--- src/rtl/tcs_pkg.sv ---
package tcs_pkg;

    localparam int NUM_CFG = 8;
    localparam int ID_W    = 3;
    localparam int THR_W   = 7;

    typedef enum logic [1:0] {
        ST_IDLE,
        ST_SCAN,
        ST_REPORT
    } sel_state_t;

    // Maximum throughput of a configuration, in tenths of a unit.
    function automatic int cfg_thr(input int id);
        int t;
        unique case (id)
            0: t = 16;
            1: t = 34;
            2: t = 51;
            3: t = 81;
            4: t = 24;
            5: t = 60;
            6: t = 71;
            default: t = 98;
        endcase
        return t;
    endfunction

    // Two key generators when the top ID bit is set.
    function automatic bit cfg_dual(input int id);
        return id >= (NUM_CFG / 2);
    endfunction

    // Position of a configuration in the search order of a policy.
    // Configurations outside the policy get a position past the end.
    function automatic int rank_pos(input int policy, input int id);
        int p;
        if (policy == 1 && !cfg_dual(id))
            return NUM_CFG + id;
        p = 0;
        for (int j = 0; j < NUM_CFG; j++) begin
            if ((policy == 0 || cfg_dual(j)) && cfg_thr(j) < cfg_thr(id))
                p++;
        end
        return p;
    endfunction

endpackage

--- src/rtl/tcs_thr_rom.sv ---
module tcs_thr_rom #(
    parameter int ID_W  = tcs_pkg::ID_W,
    parameter int THR_W = tcs_pkg::THR_W
) (
    input  logic [ID_W-1:0]  id,
    output logic [THR_W-1:0] thr
);
    always_comb begin
        thr = THR_W'(tcs_pkg::cfg_thr(int'(id)));
    end
endmodule

--- src/rtl/tcs_rank_map.sv ---
module tcs_rank_map #(
    parameter int POLICY  = 0,
    parameter int NUM_CFG = tcs_pkg::NUM_CFG,
    parameter int ID_W    = tcs_pkg::ID_W,
    parameter int RANK_W  = $clog2(tcs_pkg::NUM_CFG)
) (
    input  logic [RANK_W-1:0] rank,
    output logic [ID_W-1:0]   id
);
    logic [NUM_CFG-1:0] hit;

    for (genvar i = 0; i < NUM_CFG; i++) begin : g_pos
        localparam int POS = tcs_pkg::rank_pos(POLICY, i);
        assign hit[i] = (int'(rank) == POS);
    end

    always_comb begin
        id = '0;
        for (int i = 0; i < NUM_CFG; i++) begin
            if (hit[i])
                id = id | ID_W'(i);
        end
    end

    always_comb begin
        AST_RANK_UNIQUE: assert ($onehot0(hit));
    end
endmodule

--- src/rtl/thr_cfg_sel.sv ---
module thr_cfg_sel #(
    parameter int BW_W   = 8,
    parameter int POLICY = 0
) (
    input  logic                     clk,
    input  logic                     rst_n,
    input  logic                     bw_valid,
    input  logic [BW_W-1:0]          bw_req,
    input  logic [tcs_pkg::ID_W-1:0] cur_cfg,
    output logic [tcs_pkg::ID_W-1:0] cfg_out,
    output logic                     reconf_pulse,
    output logic                     go_faster,
    output logic                     bw_short
);
    import tcs_pkg::*;

    localparam int NUM_RANK  = (POLICY == 1) ? NUM_CFG / 2 : NUM_CFG;
    localparam int RANK_W    = $clog2(NUM_CFG);
    localparam int LAST_RANK = NUM_RANK - 1;
    localparam int CMP_W     = (BW_W > THR_W) ? BW_W : THR_W;

    sel_state_t        state, nxt;
    logic [BW_W-1:0]   req_q;
    logic [ID_W-1:0]   cur_q;
    logic [ID_W-1:0]   pick_q;
    logic              miss_q;
    logic [RANK_W-1:0] rank_q;

    logic [ID_W-1:0]   scan_id;
    logic [THR_W-1:0]  scan_thr, cur_thr, pick_thr;
    logic              meets, at_last;

    tcs_rank_map #(.POLICY(POLICY), .NUM_CFG(NUM_CFG), .ID_W(ID_W), .RANK_W(RANK_W)) u_rank (
        .rank (rank_q),
        .id   (scan_id)
    );

    tcs_thr_rom #(.ID_W(ID_W), .THR_W(THR_W)) u_rom_scan (.id(scan_id), .thr(scan_thr));
    tcs_thr_rom #(.ID_W(ID_W), .THR_W(THR_W)) u_rom_cur  (.id(cur_q),   .thr(cur_thr));
    tcs_thr_rom #(.ID_W(ID_W), .THR_W(THR_W)) u_rom_pick (.id(pick_q),  .thr(pick_thr));

    assign meets   = CMP_W'(scan_thr) >= CMP_W'(req_q);
    assign at_last = (rank_q == RANK_W'(LAST_RANK));

    // State register
    always_ff @(posedge clk or negedge rst_n) begin
        if (!rst_n) state <= ST_IDLE;
        else        state <= nxt;
    end

    // Transitions: accept, advance, settle, publish
    always_comb begin
        nxt = state;
        unique case (state)
            ST_IDLE:   if (bw_valid) nxt = ST_SCAN;
            ST_SCAN:   if (meets || at_last) nxt = ST_REPORT;
            ST_REPORT: nxt = ST_IDLE;
            default:   nxt = ST_IDLE;
        endcase
    end

    // Request capture and search datapath
    always_ff @(posedge clk or negedge rst_n) begin
        if (!rst_n) begin
            req_q  <= '0;
            cur_q  <= '0;
            rank_q <= '0;
            pick_q <= '0;
            miss_q <= 1'b0;
        end else begin
            unique case (state)
                ST_IDLE: begin
                    if (bw_valid) begin
                        req_q  <= bw_req;
                        cur_q  <= cur_cfg;
                        rank_q <= '0;
                    end
                end
                ST_SCAN: begin
                    if (meets || at_last) begin
                        pick_q <= scan_id;
                        miss_q <= !meets;
                    end else begin
                        rank_q <= rank_q + 1'b1;
                    end
                end
                default: ;
            endcase
        end
    end

    // Outputs
    always_ff @(posedge clk or negedge rst_n) begin
        if (!rst_n) begin
            cfg_out      <= '0;
            reconf_pulse <= 1'b0;
            go_faster    <= 1'b0;
            bw_short     <= 1'b0;
        end else if (state == ST_REPORT) begin
            cfg_out      <= pick_q;
            bw_short     <= miss_q;
            reconf_pulse <= (pick_q != cur_q);
            go_faster    <= (pick_thr > cur_thr);
        end else begin
            reconf_pulse <= 1'b0;
        end
    end

    AST_PULSE_ONE: assert property (@(posedge clk) disable iff (!rst_n)
        reconf_pulse |=> !reconf_pulse);
    AST_PULSE_DIFF: assert property (@(posedge clk) disable iff (!rst_n)
        reconf_pulse |-> (cfg_out != cur_q));
    AST_SHORT_SAT: assert property (@(posedge clk) disable iff (!rst_n)
        bw_short |-> (cfg_out == ID_W'(NUM_CFG - 1)));
    AST_REQ_FROZEN: assert property (@(posedge clk) disable iff (!rst_n)
        (state != ST_IDLE) |=> ($stable(req_q) && $stable(cur_q)));
    AST_SCAN_BOUND: assert property (@(posedge clk) disable iff (!rst_n)
        (state == ST_SCAN) |-> (rank_q <= RANK_W'(LAST_RANK)));
    AST_HOLD_OUT: assert property (@(posedge clk) disable iff (!rst_n)
        (state != ST_REPORT) |=> ($stable(cfg_out) && $stable(go_faster) && $stable(bw_short)));

    if (POLICY == 1) begin : g_dual_chk
        AST_DUAL_ONLY: assert property (@(posedge clk) disable iff (!rst_n)
            reconf_pulse |-> cfg_out[ID_W-1]);
    end
endmodule

--- config.mk ---
export PLATFORM = sky130hd
export DESIGN_NAME = thr_cfg_sel
export DESIGN_NICKNAME = d
export VERILOG_FILES = /design/src/rtl/tcs_pkg.sv /design/src/rtl/tcs_thr_rom.sv /design/src/rtl/tcs_rank_map.sv /design/src/rtl/thr_cfg_sel.sv
export SDC_FILE = /design/constraint.sdc
export NUM_CORES = 1
export LEC_CHECK = 0
export BUFFER_PORTS_ARGS = -buffer_cell sky130_fd_sc_hd__buf_2
export CELL_PAD_IN_SITES_DETAIL_PLACEMENT = 0
export CELL_PAD_IN_SITES_GLOBAL_PLACEMENT = 2
export CORE_MARGIN = 10
export CORE_UTILIZATION = 30
export DETAILED_ROUTE_END_ITERATION = 16
export PLACE_DENSITY = 0.76
export SETUP_SLACK_MARGIN = 0.05
export SLEW_MARGIN = 20
export SYNTH_ARGS = -nofsm -noshare
export SYNTH_HDL_FRONTEND = slang
export SYNTH_SLANG_ARGS = --single-unit
export TNS_END_PERCENT = 20
--- constraint.sdc ---
create_clock -name clk -period 5.4 [get_ports clk]
set_input_delay 0.27 -clock clk [delete_from_list [all_inputs] [get_ports clk]]
set_output_delay 0.27 -clock clk [all_outputs]
set_load 0.03 [all_outputs]
==> flow_summary.toml <==
[logic_synthesis]
synth_cell_types = 46
netlist_instances = 182
synth_area_leaders = "dfrtp_1 (37%), ha_1 (13%), mux2_1 (4.4%)"
synth_common_cells = "dfrtp_1 (26), ha_1 (19), nand2_1 (17)"
synthAdderAreaFrac = 0.134
synth-edff-count = 0
synth.top_cell.area_share = 0.366
ys.flop_type = "dfrtp_1"
synth.most_common_cell = "dfrtp_1"
synth_nets = 215
synth_compound_area_frac = 0.165
synth_top_family_by_area = "compound AO/OA/AOI/OAI gates"
synth_xor_area_frac = 0.0443
synthArstFlopShare = 1.00
ys_seq_elements = 26
synth_seq_area_share = 0.366
syn_avg_cell_area_um2 = 9.78
synth_area_leader_cell = "dfrtp_1"
synth-simple-area-share = 0.146
synthMuxAreaShare = 0.0893
yosysWarnings = 0
synth_area_mm2 = 0.00178

[routing]
drc_errors = 0
routed_wl_mm = 3.28
drt_first_iter_violations = 30
viasPerCell = 4.66
vias = 1250
antenna_left = 0
wl_per_cell_um = 12.3
dr.pass1.iters = 4

[cells_and_area]
area_growth_pct = 10.6
fin_cells = 268
drive_above_1_share = 0.189
diodes = 0
fillers = 592
nets = 230

[place]
dp_hpwl_mm = 2.53
dp_cells = 264
portBuffers = 19
gp_congestion = 0.738

[timing]
max_clock_freq_mhz = 306
whs_ps = -9.21
slew-limit-headroom = 0.519
period_minus_slack_ps = 3270
hold_violations = 20
finalSetupViolations = 0
rsz0062_at_grt = "false"
setup_tns_ps = 0
finClkSkew_ps = 1.83
finalCritPeriodShare = 0.606
tightest_slew_ps = 722
drv_slew = 0

[critical_path]
crit_chain = "ha_1 -> ha_1 -> a211oi_2 -> a21oi_1 -> a31oi_1 -> nand2_1 -> ha_1 -> nand3_1 -> a21oi_1 -> nor2_1 -> a21oi_4 -> mux2_4"
r2r-start = "rank_q[0]"
r2r_slack_ps = 2130
slowest_stage = "a211oi_2"
r2r-end = "pick_q[1]"
endpoint_kind = "flip-flop"
path_buf_inv = 0
reg2reg_depth = 12
slowest_delay_ps = 510
crit_top_cell = "ha_1"
start_kind = "flip-flop"
crit_fanout = 9
worstSetupPathType = "reg2reg"
cp_top_family = "compound AO/OA/AOI/OAI gates"
cp.arrival_ps = 3430
worst-endpoint-required_ps = 5560
cp.depth = 12

[power_and_ir_drop]
total_power_mw = 1.32
ir_drop_mv = 0.263
power_leakage_nw = 0.897
power_density_mw_per_mm2 = 672

[clock_tree]
clk_path_buf_depth = 2
cts_tree = "done"
clk_pin_slew_ps = 90
hold_buffers = 0
post_cts_buffers = 0
clk_latency_ps = 270
cts_buffers = 3
ctsHtreeMaxLevel = 1
cts-root-buf = "clkbuf_8"
cts_resized = 0
cts_sinks = 26

[hold_path]
hold_class = "in2async"

[floorplan]
fp-row-count = 27
ios = 20
core_mm2 = 0.00564
start_util = 0.315
dieHeight_um = 97.0
die_area_mm2 = 0.00941
die_x_um = 97.0

[grt]
overflow = 0
grt_pass1_vias = 1283
grt_pass1_wl_mm = 5.91
antenna_found_initial = 0
grt_max_degree = 27
grtUsageTotal = 0.0724

[flow_run]
drv_cap = 0

[run_status]
status = "complete, but fails checks"
violations = "negative hold slack"
-- per-layer routing --
| metal | vias up | track usage | routed length, µm |
|---|---|---|---|
| li1 | 652 | - | - |
| met1 | 577 | 0.102 | 1790 |
| met2 | 19 | 0.103 | 1360 |
| met3 | 2 | 0.0234 | 109 |
| met4 | 0 | 0.0169 | 23 |
| met5 | - | 0 | 0 |
-- stage by stage --
stage / utilization / worst slack (ps) / instance area, µm² / hold WS [ps]
after floorplan: - / 2500 / 1780 / -25.6
after detailed placement: 0.339 / 2130 / 1910 / 314
after global routing: 0.349 / 1810 / 1970 / 32.2
final: 0.349 / 2130 / 1970 / -9.21
after global placement: 0.339 / 2220 / 1910 / 316
after CTS: 0.349 / 2120 / 1970 / 8.24
-- registers in the layout, indices dropped and copies added (netlist names) --
| register | flops |
|---|---|
| miss_q | 1 |
| cur_q | 3 |
| pick_q | 3 |
| go_faster | 1 |
| rank_q | 3 |
| cfg_out | 3 |
| bw_short | 1 |
| reconf_pulse | 1 |
| state | 2 |
| req_q | 8 |
-- worst max-delay path by stage --
stage	from	end	slack, ps
6_report	rank_q[0]	pick_q[1]	2130
5_1_grt	rank_q[0]	pick_q[1]	1810
4_1_cts	rank_q[0]	pick_q[1]	2120
3_5_place_dp	rank_q[0]	pick_q[1]	2130
3_3_place_gp	rank_q[0]	pick_q[1]	2220
2_1_floorplan	rank_q[0]	pick_q[1]	2500
-- where the power goes --
part / total [mW] / internal [mW] / switching [mW]
clock: 0.127 / 0.0652 / 0.0621
combinational: 0.828 / 0.386 / 0.442
sequential: 0.367 / 0.283 / 0.0843
total: 1.32 / 0.735 / 0.588
-- placed cells by master (no fill, tap or decap), types with 4 or more instances in the layout --
master and count:
nor2_1 12, nor2b_1 6, o21ai_0 5, inv_1 12, dfrtp_1 26, mux2_2 4, o21ai_1 8, a21oi_1 8
nand2_1 17, mux2_1 7, ha_1 19, clkbuf_8 4, buf_2 19, xnor2_1 8
-- layout make-up --
cell class              count  area [µm²]  share of cell area
multi-input cells         134        1030               0.523
flip-flops and latches     26         651               0.331
repair buffers             19        95.1              0.0483
well taps                  72        90.1              0.0458
clock buffers               4        55.1              0.0280
inverters                  13        48.8              0.0248
-- kinds of logic (layout without fill, tap and decap cells) --
logic type / Yosys count / after routing
mux: 14 / 14
fa+ha+maj: 19 / 19
buf+inv: 22 / 36
xor+xnor: 9 / 9
compound gates: 41 / 41
flops: 26 / 26
simple gates: 51 / 51
(Power assumes the default switching activity.)
